<file path="config.mk">
export PLATFORM = sky130hd
export DESIGN_NAME = shk_link_ctrl
export DESIGN_NICKNAME = d
export VERILOG_FILES = /design/src/rtl/shk_pkg.sv /design/src/rtl/shk_delay_timer.sv /design/src/rtl/shk_capture_buf.sv /design/src/rtl/shk_reply_buf.sv /design/src/rtl/shk_link_ctrl.sv
export SDC_FILE = /design/constraint.sdc
export NUM_CORES = 1
export LEC_CHECK = 0
export BUFFER_PORTS_ARGS = -buffer_cell sky130_fd_sc_hd__clkbuf_2
export CAP_MARGIN = 5
export CELL_PAD_IN_SITES_DETAIL_PLACEMENT = 0
export CELL_PAD_IN_SITES_GLOBAL_PLACEMENT = 1
export CORE_MARGIN = 1.5
export CORE_UTILIZATION = 50
export DETAILED_ROUTE_END_ITERATION = 7
export PLACE_DENSITY = 0.72
export SYNTH_ARGS = -nofsm -noshare
export SYNTH_HDL_FRONTEND = slang
export SYNTH_SLANG_ARGS = --single-unit
</file>
<file path="constraint.sdc">
create_clock -name clk -period 2.7 [get_ports clk]
set_input_delay 0.54 -clock clk [delete_from_list [all_inputs] [get_ports clk]]
set_output_delay 0.54 -clock clk [all_outputs]
set_load 0.05 [all_outputs]
</file>
<file path="src/rtl/shk_pkg.sv">
`timescale 1ns/1ps
package shk_pkg;

    typedef enum logic [2:0] {
        STEP_NONE,
        STEP_CAPTURE,
        STEP_DELIVER,
        STEP_SYNC,
        STEP_RELEASE,
        STEP_IDLE
    } step_t;

    typedef struct packed {
        logic tip_n;
        logic ack_n;
    } hs_pair_t;

    localparam hs_pair_t PAIR_INACTIVE = '{tip_n: 1'b1, ack_n: 1'b1};

    function automatic int unsigned delay_cycles(longint unsigned hz,
                                                 longint unsigned ns);
        longint unsigned c;
        c = (hz * ns) / 64'd1_000_000_000;
        if (c == 0) c = 1;
        return int'(c);
    endfunction

endpackage

</file>
<file path="src/rtl/shk_delay_timer.sv">
`timescale 1ns/1ps
module shk_delay_timer #(
    parameter int unsigned DELAY_CYC = 4000
) (
    input  logic clk,
    input  logic rst,
    input  logic sched,
    output logic irq
);
    localparam int TW = $clog2(DELAY_CYC + 1);
    localparam logic [TW-1:0] LOAD = TW'(DELAY_CYC);

    logic [TW-1:0] cnt;
    logic          pend;

    always_ff @(posedge clk) begin
        if (rst) begin
            cnt  <= '0;
            pend <= 1'b0;
            irq  <= 1'b0;
        end else begin
            irq <= pend && (cnt == TW'(1));
            if (sched) begin
                cnt  <= LOAD;
                pend <= 1'b1;
            end else if (pend) begin
                cnt  <= cnt - TW'(1);
                pend <= (cnt != TW'(1));
            end
        end
    end

    // a pulse only ever follows a pending count
    a_r7_fire_after_pending: assert property (@(posedge clk) disable iff (rst)
        irq |-> $past(pend));
    // a schedule always leaves the timer pending
    a_r7_sched_arms: assert property (@(posedge clk) disable iff (rst)
        sched |=> pend);
endmodule

</file>
<file path="src/rtl/shk_capture_buf.sv">
`timescale 1ns/1ps
module shk_capture_buf #(
    parameter int DEPTH = 16
) (
    input  logic                       clk,
    input  logic                       rst,
    input  logic                       store,
    input  logic [7:0]                 data,
    input  logic                       clear,
    output logic [$clog2(DEPTH+1)-1:0] count,
    output logic                       full,
    input  logic [$clog2(DEPTH)-1:0]   rd_addr,
    output logic [7:0]                 rd_data
);
    localparam int CW = $clog2(DEPTH + 1);
    localparam int AW = $clog2(DEPTH);

    logic [7:0] mem [DEPTH];

    assign full    = (count == CW'(DEPTH));
    assign rd_data = mem[rd_addr];

    always_ff @(posedge clk) begin
        if (rst) begin
            count <= '0;
        end else if (clear) begin
            count <= '0;
        end else if (store && !full) begin
            count <= count + CW'(1);
        end
    end

    always_ff @(posedge clk) begin
        if (store && !full) mem[count[AW-1:0]] <= data;
    end

    // count never passes the buffer depth
    a_r4_no_overflow: assert property (@(posedge clk) disable iff (rst)
        count <= CW'(DEPTH));
    // a store into a full buffer leaves the count alone
    a_r4_full_holds: assert property (@(posedge clk) disable iff (rst)
        (full && !clear) |=> full);
endmodule

</file>
<file path="src/rtl/shk_reply_buf.sv">
`timescale 1ns/1ps
module shk_reply_buf #(
    parameter int DEPTH = 16
) (
    input  logic                       clk,
    input  logic                       rst,
    input  logic                       wr_en,
    input  logic [$clog2(DEPTH)-1:0]   wr_addr,
    input  logic [7:0]                 wr_data,
    input  logic                       load,
    input  logic [$clog2(DEPTH+1)-1:0] load_len,
    input  logic                       advance,
    output logic [7:0]                 cur_byte,
    output logic                       has_more,
    output logic                       is_last
);
    localparam int LW = $clog2(DEPTH + 1);
    localparam int AW = $clog2(DEPTH);

    logic [7:0]    mem [DEPTH];
    logic [LW-1:0] idx;
    logic [LW-1:0] len;
    logic [LW-1:0] len_clip;
    logic [LW:0]   idx_next;

    assign len_clip = (load_len > LW'(DEPTH)) ? LW'(DEPTH) : load_len;
    assign has_more = (idx < len);
    assign idx_next = {1'b0, idx} + (LW+1)'(1);
    assign is_last  = has_more && (idx_next >= {1'b0, len});
    assign cur_byte = mem[idx[AW-1:0]];

    always_ff @(posedge clk) begin
        if (rst) begin
            idx <= '0;
            len <= '0;
        end else if (load) begin
            idx <= '0;
            len <= len_clip;
        end else if (advance && has_more) begin
            idx <= idx + LW'(1);
        end
    end

    always_ff @(posedge clk) begin
        if (wr_en) mem[wr_addr] <= wr_data;
    end

    // read index stays within the committed length
    a_r5_index_bound: assert property (@(posedge clk) disable iff (rst)
        idx <= len);
    // a commit restarts reading at the first byte
    a_r11_load_restart: assert property (@(posedge clk) disable iff (rst)
        load |=> (idx == '0));
endmodule

</file>
<file path="src/rtl/shk_link_ctrl.sv">
`timescale 1ns/1ps
module shk_link_ctrl
    import shk_pkg::*;
#(
    parameter longint unsigned CLK_HZ    = 200_000_000,
    parameter longint unsigned DELAY_NS  = 20_000,
    parameter int              OUT_DEPTH = 16,
    parameter int              RPL_DEPTH = 16,
    localparam int CW  = $clog2(OUT_DEPTH + 1),
    localparam int OAW = $clog2(OUT_DEPTH),
    localparam int RLW = $clog2(RPL_DEPTH + 1),
    localparam int RAW = $clog2(RPL_DEPTH)
) (
    input  logic           clk,
    input  logic           rst,
    input  logic           hs_tip_n,
    input  logic           hs_ack_n,
    output logic           hs_req_n,
    input  logic           dir_to_dev,
    input  logic [7:0]     sr_in,
    output logic [7:0]     sr_out,
    output logic           sr_irq,
    output logic           pkt_done,
    output logic [CW-1:0]  pkt_len,
    input  logic [OAW-1:0] pkt_rd_addr,
    output logic [7:0]     pkt_rd_data,
    input  logic           rpl_wr_en,
    input  logic [RAW-1:0] rpl_wr_addr,
    input  logic [7:0]     rpl_wr_data,
    input  logic           rpl_load,
    input  logic [RLW-1:0] rpl_len,
    output logic           poll_block,
    output logic           poll_unblock
);
    localparam int unsigned DELAY_CYC = delay_cycles(CLK_HZ, DELAY_NS);

    hs_pair_t      prev;
    hs_pair_t      now_pair;
    step_t         step;
    logic          changed;
    logic          do_cap;
    logic          do_del;
    logic          sched;
    logic [CW-1:0] cap_count;
    logic          cap_full;
    logic [7:0]    rpl_byte;
    logic          rpl_more;
    logic          rpl_last;

    assign now_pair = '{tip_n: hs_tip_n, ack_n: hs_ack_n};
    assign changed  = (now_pair != prev);

    always_comb begin
        step = STEP_NONE;
        if (!hs_tip_n) begin
            if (changed) step = dir_to_dev ? STEP_CAPTURE : STEP_DELIVER;
        end else if (prev.tip_n && (hs_ack_n != prev.ack_n)) begin
            step = STEP_SYNC;
        end else if (!prev.tip_n) begin
            step = STEP_RELEASE;
        end else begin
            step = STEP_IDLE;
        end
    end

    assign do_cap = (step == STEP_CAPTURE) && !cap_full;
    assign do_del = (step == STEP_DELIVER) && rpl_more && !rpl_load;
    assign sched  = do_cap || do_del || (step == STEP_SYNC) ||
                    (step == STEP_RELEASE) || rpl_load;

    shk_capture_buf #(.DEPTH(OUT_DEPTH)) u_cap (
        .clk     (clk),
        .rst     (rst),
        .store   (do_cap),
        .data    (sr_in),
        .clear   (step == STEP_RELEASE),
        .count   (cap_count),
        .full    (cap_full),
        .rd_addr (pkt_rd_addr),
        .rd_data (pkt_rd_data)
    );

    shk_reply_buf #(.DEPTH(RPL_DEPTH)) u_rpl (
        .clk      (clk),
        .rst      (rst),
        .wr_en    (rpl_wr_en),
        .wr_addr  (rpl_wr_addr),
        .wr_data  (rpl_wr_data),
        .load     (rpl_load),
        .load_len (rpl_len),
        .advance  (do_del),
        .cur_byte (rpl_byte),
        .has_more (rpl_more),
        .is_last  (rpl_last)
    );

    shk_delay_timer #(.DELAY_CYC(DELAY_CYC)) u_tmr (
        .clk   (clk),
        .rst   (rst),
        .sched (sched),
        .irq   (sr_irq)
    );

    always_ff @(posedge clk) begin
        if (rst) begin
            prev         <= PAIR_INACTIVE;
            hs_req_n     <= 1'b1;
            sr_out       <= '0;
            pkt_done     <= 1'b0;
            pkt_len      <= '0;
            poll_block   <= 1'b0;
            poll_unblock <= 1'b0;
        end else begin
            prev         <= now_pair;
            pkt_done     <= 1'b0;
            poll_block   <= do_cap && (cap_count == '0);
            poll_unblock <= do_del && rpl_last;
            if (do_del) sr_out <= rpl_byte;
            if (step == STEP_RELEASE && cap_count != '0) begin
                pkt_done <= 1'b1;
                pkt_len  <= cap_count;
            end
            if (do_del && rpl_last) begin
                hs_req_n <= 1'b1;
            end else if (step == STEP_SYNC) begin
                hs_req_n <= hs_ack_n;
            end else if ((step == STEP_RELEASE || step == STEP_IDLE) && rpl_more) begin
                hs_req_n <= 1'b0;
            end
        end
    end

    // block pulse coincides with the first stored byte
    a_r3_block_first: assert property (@(posedge clk) disable iff (rst)
        poll_block |-> (cap_count == CW'(1)));
    // unblock pulse leaves request inactive
    a_r6_unblock_req: assert property (@(posedge clk) disable iff (rst)
        poll_unblock |-> hs_req_n);
    // a reported packet is never empty
    a_r9_done_len: assert property (@(posedge clk) disable iff (rst)
        pkt_done |-> (pkt_len != '0));
    // capture count is empty after a release
    a_r9_release_clears: assert property (@(posedge clk) disable iff (rst)
        (step == STEP_RELEASE) |=> (cap_count == '0));
    // sync step copies the acknowledge level
    a_r8_sync_follow: assert property (@(posedge clk) disable iff (rst)
        (step == STEP_SYNC) |=> (hs_req_n == $past(hs_ack_n)));
endmodule

</file>
**Yosys cells after proc, flatten, opt, wreduce, memory -nomap -nowiden**

Memories as Yosys holds them, arrays and structs flattened. A register that Yosys moved wholly into a read port is not among the register bits.
Cells that the tools add are included.

- Bits in registers: 40
- Bits in writable memories: 256
- Output and inout bits: 26
- Memories kept: 2

Memories:

| memory | words | bits a word | rd ports | clocked after memory_dff | write ports | line | RTL |
|---|---|---|---|---|---|---|---|
| u_cap.mem | 16 | 8 | 1 | 0 | 1 | shk_capture_buf.sv:18 | `logic [7:0] mem [DEPTH];` |
| u_rpl.mem | 16 | 8 | 1 | 1 | 1 | shk_reply_buf.sv:20 | `logic [7:0] mem [DEPTH];` |

- Add/sub/neg operators: 4
- Order comparisons: 3
- Equality and inequality tests: 10
- Multiplexer cells: 17
- Reduce and logical (&&, ||, !) cells: 27

Operators with widths:

| operator | count |
|---|---|
| $mux 12 | 2 |
| $eq 12x1->1 const B | 1 |
| $logic_and 1x1->1 | 12 |
| $ne 12x1->1 const B | 1 |
| $sub 12x1->12 const B | 1 |
| $add 5x1->5 const B | 2 |
| $mux 1 | 10 |
| $reduce_or 2->1 | 4 |
| $add 5x1->6 const B | 1 |
| $eq 3x2->1 const B | 2 |
| $eq 3x3->1 const B | 2 |
| $ge 6x5->1 | 1 |
| $mux 3 | 2 |
| $eq 5x5->1 const B | 1 |
| $gt 5x5->1 const B | 1 |
| $logic_not 5->1 | 1 |
| $logic_or 1x1->1 | 5 |
| $lt 5x5->1 | 1 |
| $mux 5 | 1 |
| $reduce_bool 5->1 | 1 |
| $mux 2 | 2 |
| $reduce_bool 2->1 | 2 |
| $eq 3x1->1 const B | 1 |
| $logic_not 1->1 | 2 |
| other kinds (2) | 2 |

**Logic depth before layout (Yosys ltp)**

- Depth in word-level cells: 12
- Gate-level depth with buffers: 10
- Mapped depth without buffers: 8

**Cells and area by module**

From an unflattened synthesis, not the netlist that was laid out.

- Cells, all modules: 742
- Area total of the unflattened synthesis: 12530.8 µm²

By module, submodules not included:

| module | times used | cells each | area an instance (µm²) | sequential area each (µm²) |
|---|---|---|---|---|
| shk_reply_buf | 1 | 310 | 5723.0 | 4124.0 |
| shk_capture_buf | 1 | 254 | 5258.8 | 3943.8 |
| shk_link_ctrl | 1 | 93 | 813.3 | 380.4 |
| shk_delay_timer | 1 | 85 | 735.7 | 280.3 |

**Worst setup path after synthesis**

OpenSTA, ideal clock, no wires.

- Kind: input-to-output
- Start: input port pkt_rd_addr[0]
- End: output port pkt_rd_data[6]
- Arrival time: 1.983 ns
- Required time: 2.160 ns
- Slack: 0.177 ns
- Stages on the path: 4
- Cell sequence: buf_6 -> buf_6 -> mux4_1 -> mux4_2

- Longest elaborated chain between the ends: 1

RTL lines:

| element | line | RTL |
|---|---|---|
| from (decl) | shk_link_ctrl.sv:25 | `input logic [OAW-1:0] pkt_rd_addr,` |
| $mem_v2 16x8 | n/a |  |
| to (decl) | shk_link_ctrl.sv:26 | `output logic [7:0] pkt_rd_data,` |

Every way passes these cells.

**Worst setup path after layout**

- Start: memory u_cap.mem[15][0]
- End: output port pkt_rd_data[0]

- Longest elaborated chain between the ends: 1

RTL lines:

| element | line |
|---|---|
| from (decl) | shk_capture_buf.sv:18 |
| $mem_v2 16x8 | n/a |

Every way passes these cells.

==> results.toml <==
[route]
finalWirelength_um = 25600
drcViolationCount = 0
postRouteAntennaNets = 0
vias_per_cell = 5.71
drt_first_pass_iters = 4
vias = 6520
drt_iter0_drc = 377
wl_per_cell_um = 22.4

[global_route]
grt_use_met2_pct = 33.2
grt_pass1_vias = 6757
top_usage_layer = "met2"
grt_pass1_wl_um = 39800
gr-usage-met3_pct = 3.09
grt_antenna_before_repair = 0
grtUsageTotal_pct = 20.5
use_met1_pct = 30.0
grt_max_degree = 36
grt_overflow = 0

[sta]
fin_crit_sh_pct = 98.4
final_hold_viol_count = 0
fin_crit_ns = 2.66
rsz0062_at_grt = "yes"
skew_ns = 0.0137
slew-limit-headroom_pct = 46.3
fmax_ghz = 0.376
slew_viol_final = 0
whs_ns = 0.266
setup_viol = 0
worstMarginPinSlew_ns = 0.806

[setup_path]
worstPathRequired_ns = 2.16
crit_path_top_delay_cell = "mux4_2"
critical_path_class = "flip-flop to output pin"
end_kind = "output pin"
cpPeakStageDelay_ns = 0.49
path_cells = "mux4_2 -> mux4_2 -> buf_4"
crit_top_cell = "mux4_2"
arrival_ns = 2.12
start_kind = "flip-flop"
worstPathMaxFanout = 1

[clocking]
cts_buffer_depth = 3
cts.sinks = 304
cts_made_buffers = 31
clkSlewWorstSetupHoldPaths_ns = 0.06
ctsHtreeMaxLevel = 1
cts_tree = "yes"
insertion_delay_ns = 0.54
ctsRootBufferMaster = "clkbuf_16"

[layout]
nets = 848
fillers = 1800
diodes = 0
area_delta_synth_final_pct = 15.8
drive_above_1_share_pct = 30.9

[logic_synthesis]
synthCells = 684
synth_cell_types = 58
synthesis.nets = 738
ys_top_cells_by_area = "edfxtp_1 63%, mux4_2 13%, dfxtp_1 7.8%"
syn-cell-area_um2 = 12300
synth_most_common_cell = "edfxtp_1"
synthTopCellsByCount = "256 x edfxtp_1, 71 x mux4_2, 48 x dfxtp_1, 31 x nand2_1, 30 x nor2_1"
synth.avg_cell_area_um2 = 17.9
yosys_most_used_dff = "edfxtp_1"
synth.top_cell.area_share_pct = 62.7
ys_warn_count = 0
async_flop_share_pct = 0
yosys.area.top_type = "edfxtp_1"
yosysSeqAreaShare_pct = 70.5
synth-edff-count = 256
synth-seq-cells = 304

[floorplanning]
io_pins = 62
coreArea_um2 = 24200
rows = 57
die_w_um = 160
die_h_um = 160
floorplan.initialDensity_pct = 50.7
dieArea_um2 = 25500

[placed_design]
place_congestion = 0.798
hpwlAfterDp_um = 16800
io_buffers = 61

[power]
powerDensity_nw_per_um2 = 688
ir_drop_uv = 468
total_leakage_power_nw = 4.79
p_total_mw = 9.78

[min_path]
hold_class = "input pin to flip-flop"

[outcome]
status = "completed"

[run]
maxCapViolations = 0
==> worst max-delay path: cells and delay by family, from the launching register on <==
kind                   cells  cell delay [ns]
muxes                      2             0.97
DFF                        1             0.41
buffers and inverters      1             0.20
==> layout make-up <==
type	count	area [um^2]	share of cell area, %
timing repair buffer	112	768	5.41
clock inverter	13	93.8	0.660
clock buffer	44	865	6.08
tap	324	405	2.85
inverter	11	41.3	0.291
sequential	304	8650	60.9
multi-input combinational	334	3390	23.8
==> power by group <==
group,switching [mW],internal [mW]
logic,0.352,0.222
clock network,1.70,2.31
registers,0.0382,5.16
total,2.09,7.69
==> layout by cell type, fill, tap and decap left out, types with 17 or more instances in the layout <==
cell type / instances
edfxtp_1: 256
clkbuf_16: 32
buf_4: 49
dfxtp_1: 47
mux4_2: 72
a22oi_1: 17
nand2_1: 31
clkbuf_2: 52
nor2_1: 30
a21oi_1: 22
ha_1: 18
==> state kept, by name, summed over array words and instances, names as in the netlist <==
| name | cells |
|---|---|
| u_cap.mem | 128 |
| u_rpl.mem | 128 |
| u_tmr.cnt | 12 |
| sr_out | 8 |
| pkt_len | 5 |
| u_cap.count | 5 |
| u_rpl.idx | 5 |
| u_rpl.len | 5 |
| prev | 2 |
| hs_req_n | 1 |
| pkt_done | 1 |
| poll_block | 1 |
| poll_unblock | 1 |
| u_tmr.irq | 1 |
| u_tmr.pend | 1 |
==> worst paths after layout <==
path	start	endpoint	slack (ns)	cells past startpoint
setup / recovery	u_cap.mem[15][0]$_DFFE_PP_	pkt_rd_data[0]	0.04	3
hold / removal	hs_ack_n	prev[0]$_SDFF_PP1_	0.27	2
setup reg to reg	u_rpl.idx[0]$_SDFFE_PP0P_	u_tmr.cnt[1]$_SDFFE_PP0P_	0.29	7
hold reg to reg	pkt_len[0]$_SDFFE_PP0P_	pkt_len[0]$_SDFFE_PP0P_	0.48	2
==> timing repair <==
action	CTS	global route
resized for setup	9	8
cloned	0	1
endpoints found under the setup margin	7	8
hold buffers	0	0
setup buffers	0	0
==> cell families after synthesis <==
family | share of synthesized area (%)
flops | 70.5
compound gates | 4.68
fa+ha+maj | 1.84
buf+inv | 1.89
simple gates | 6.35
xor+xnor | 1.35
mux | 13.4
==> metal layers <==
metal / part of all wire [%] / vias to the layer above
met5: 0 / -
met4: 1.9 / 0
met3: 5.2 / 37
met2: 47 / 192
met1: 45 / 3347
li1: - / 2944
==> stage by stage <==
stage	std cells	cell area, um^2	setup TNS, ns	setup slack [ns]	util [%]
2_1_floorplan	684	12300	0	0.177	-
3_3_place_gp	1084	13200	-0.00154	-0.000904	54.6
3_5_place_dp	1084	13200	-0.109	-0.0344	54.6
4_1_cts	1141	14200	0	0.000265	58.7
5_1_grt	1142	14200	-0.00804	-0.00804	58.8
6_report	1142	14200	0	0.0422	58.8
Note: power is estimated with default switching activity, not from simulation.
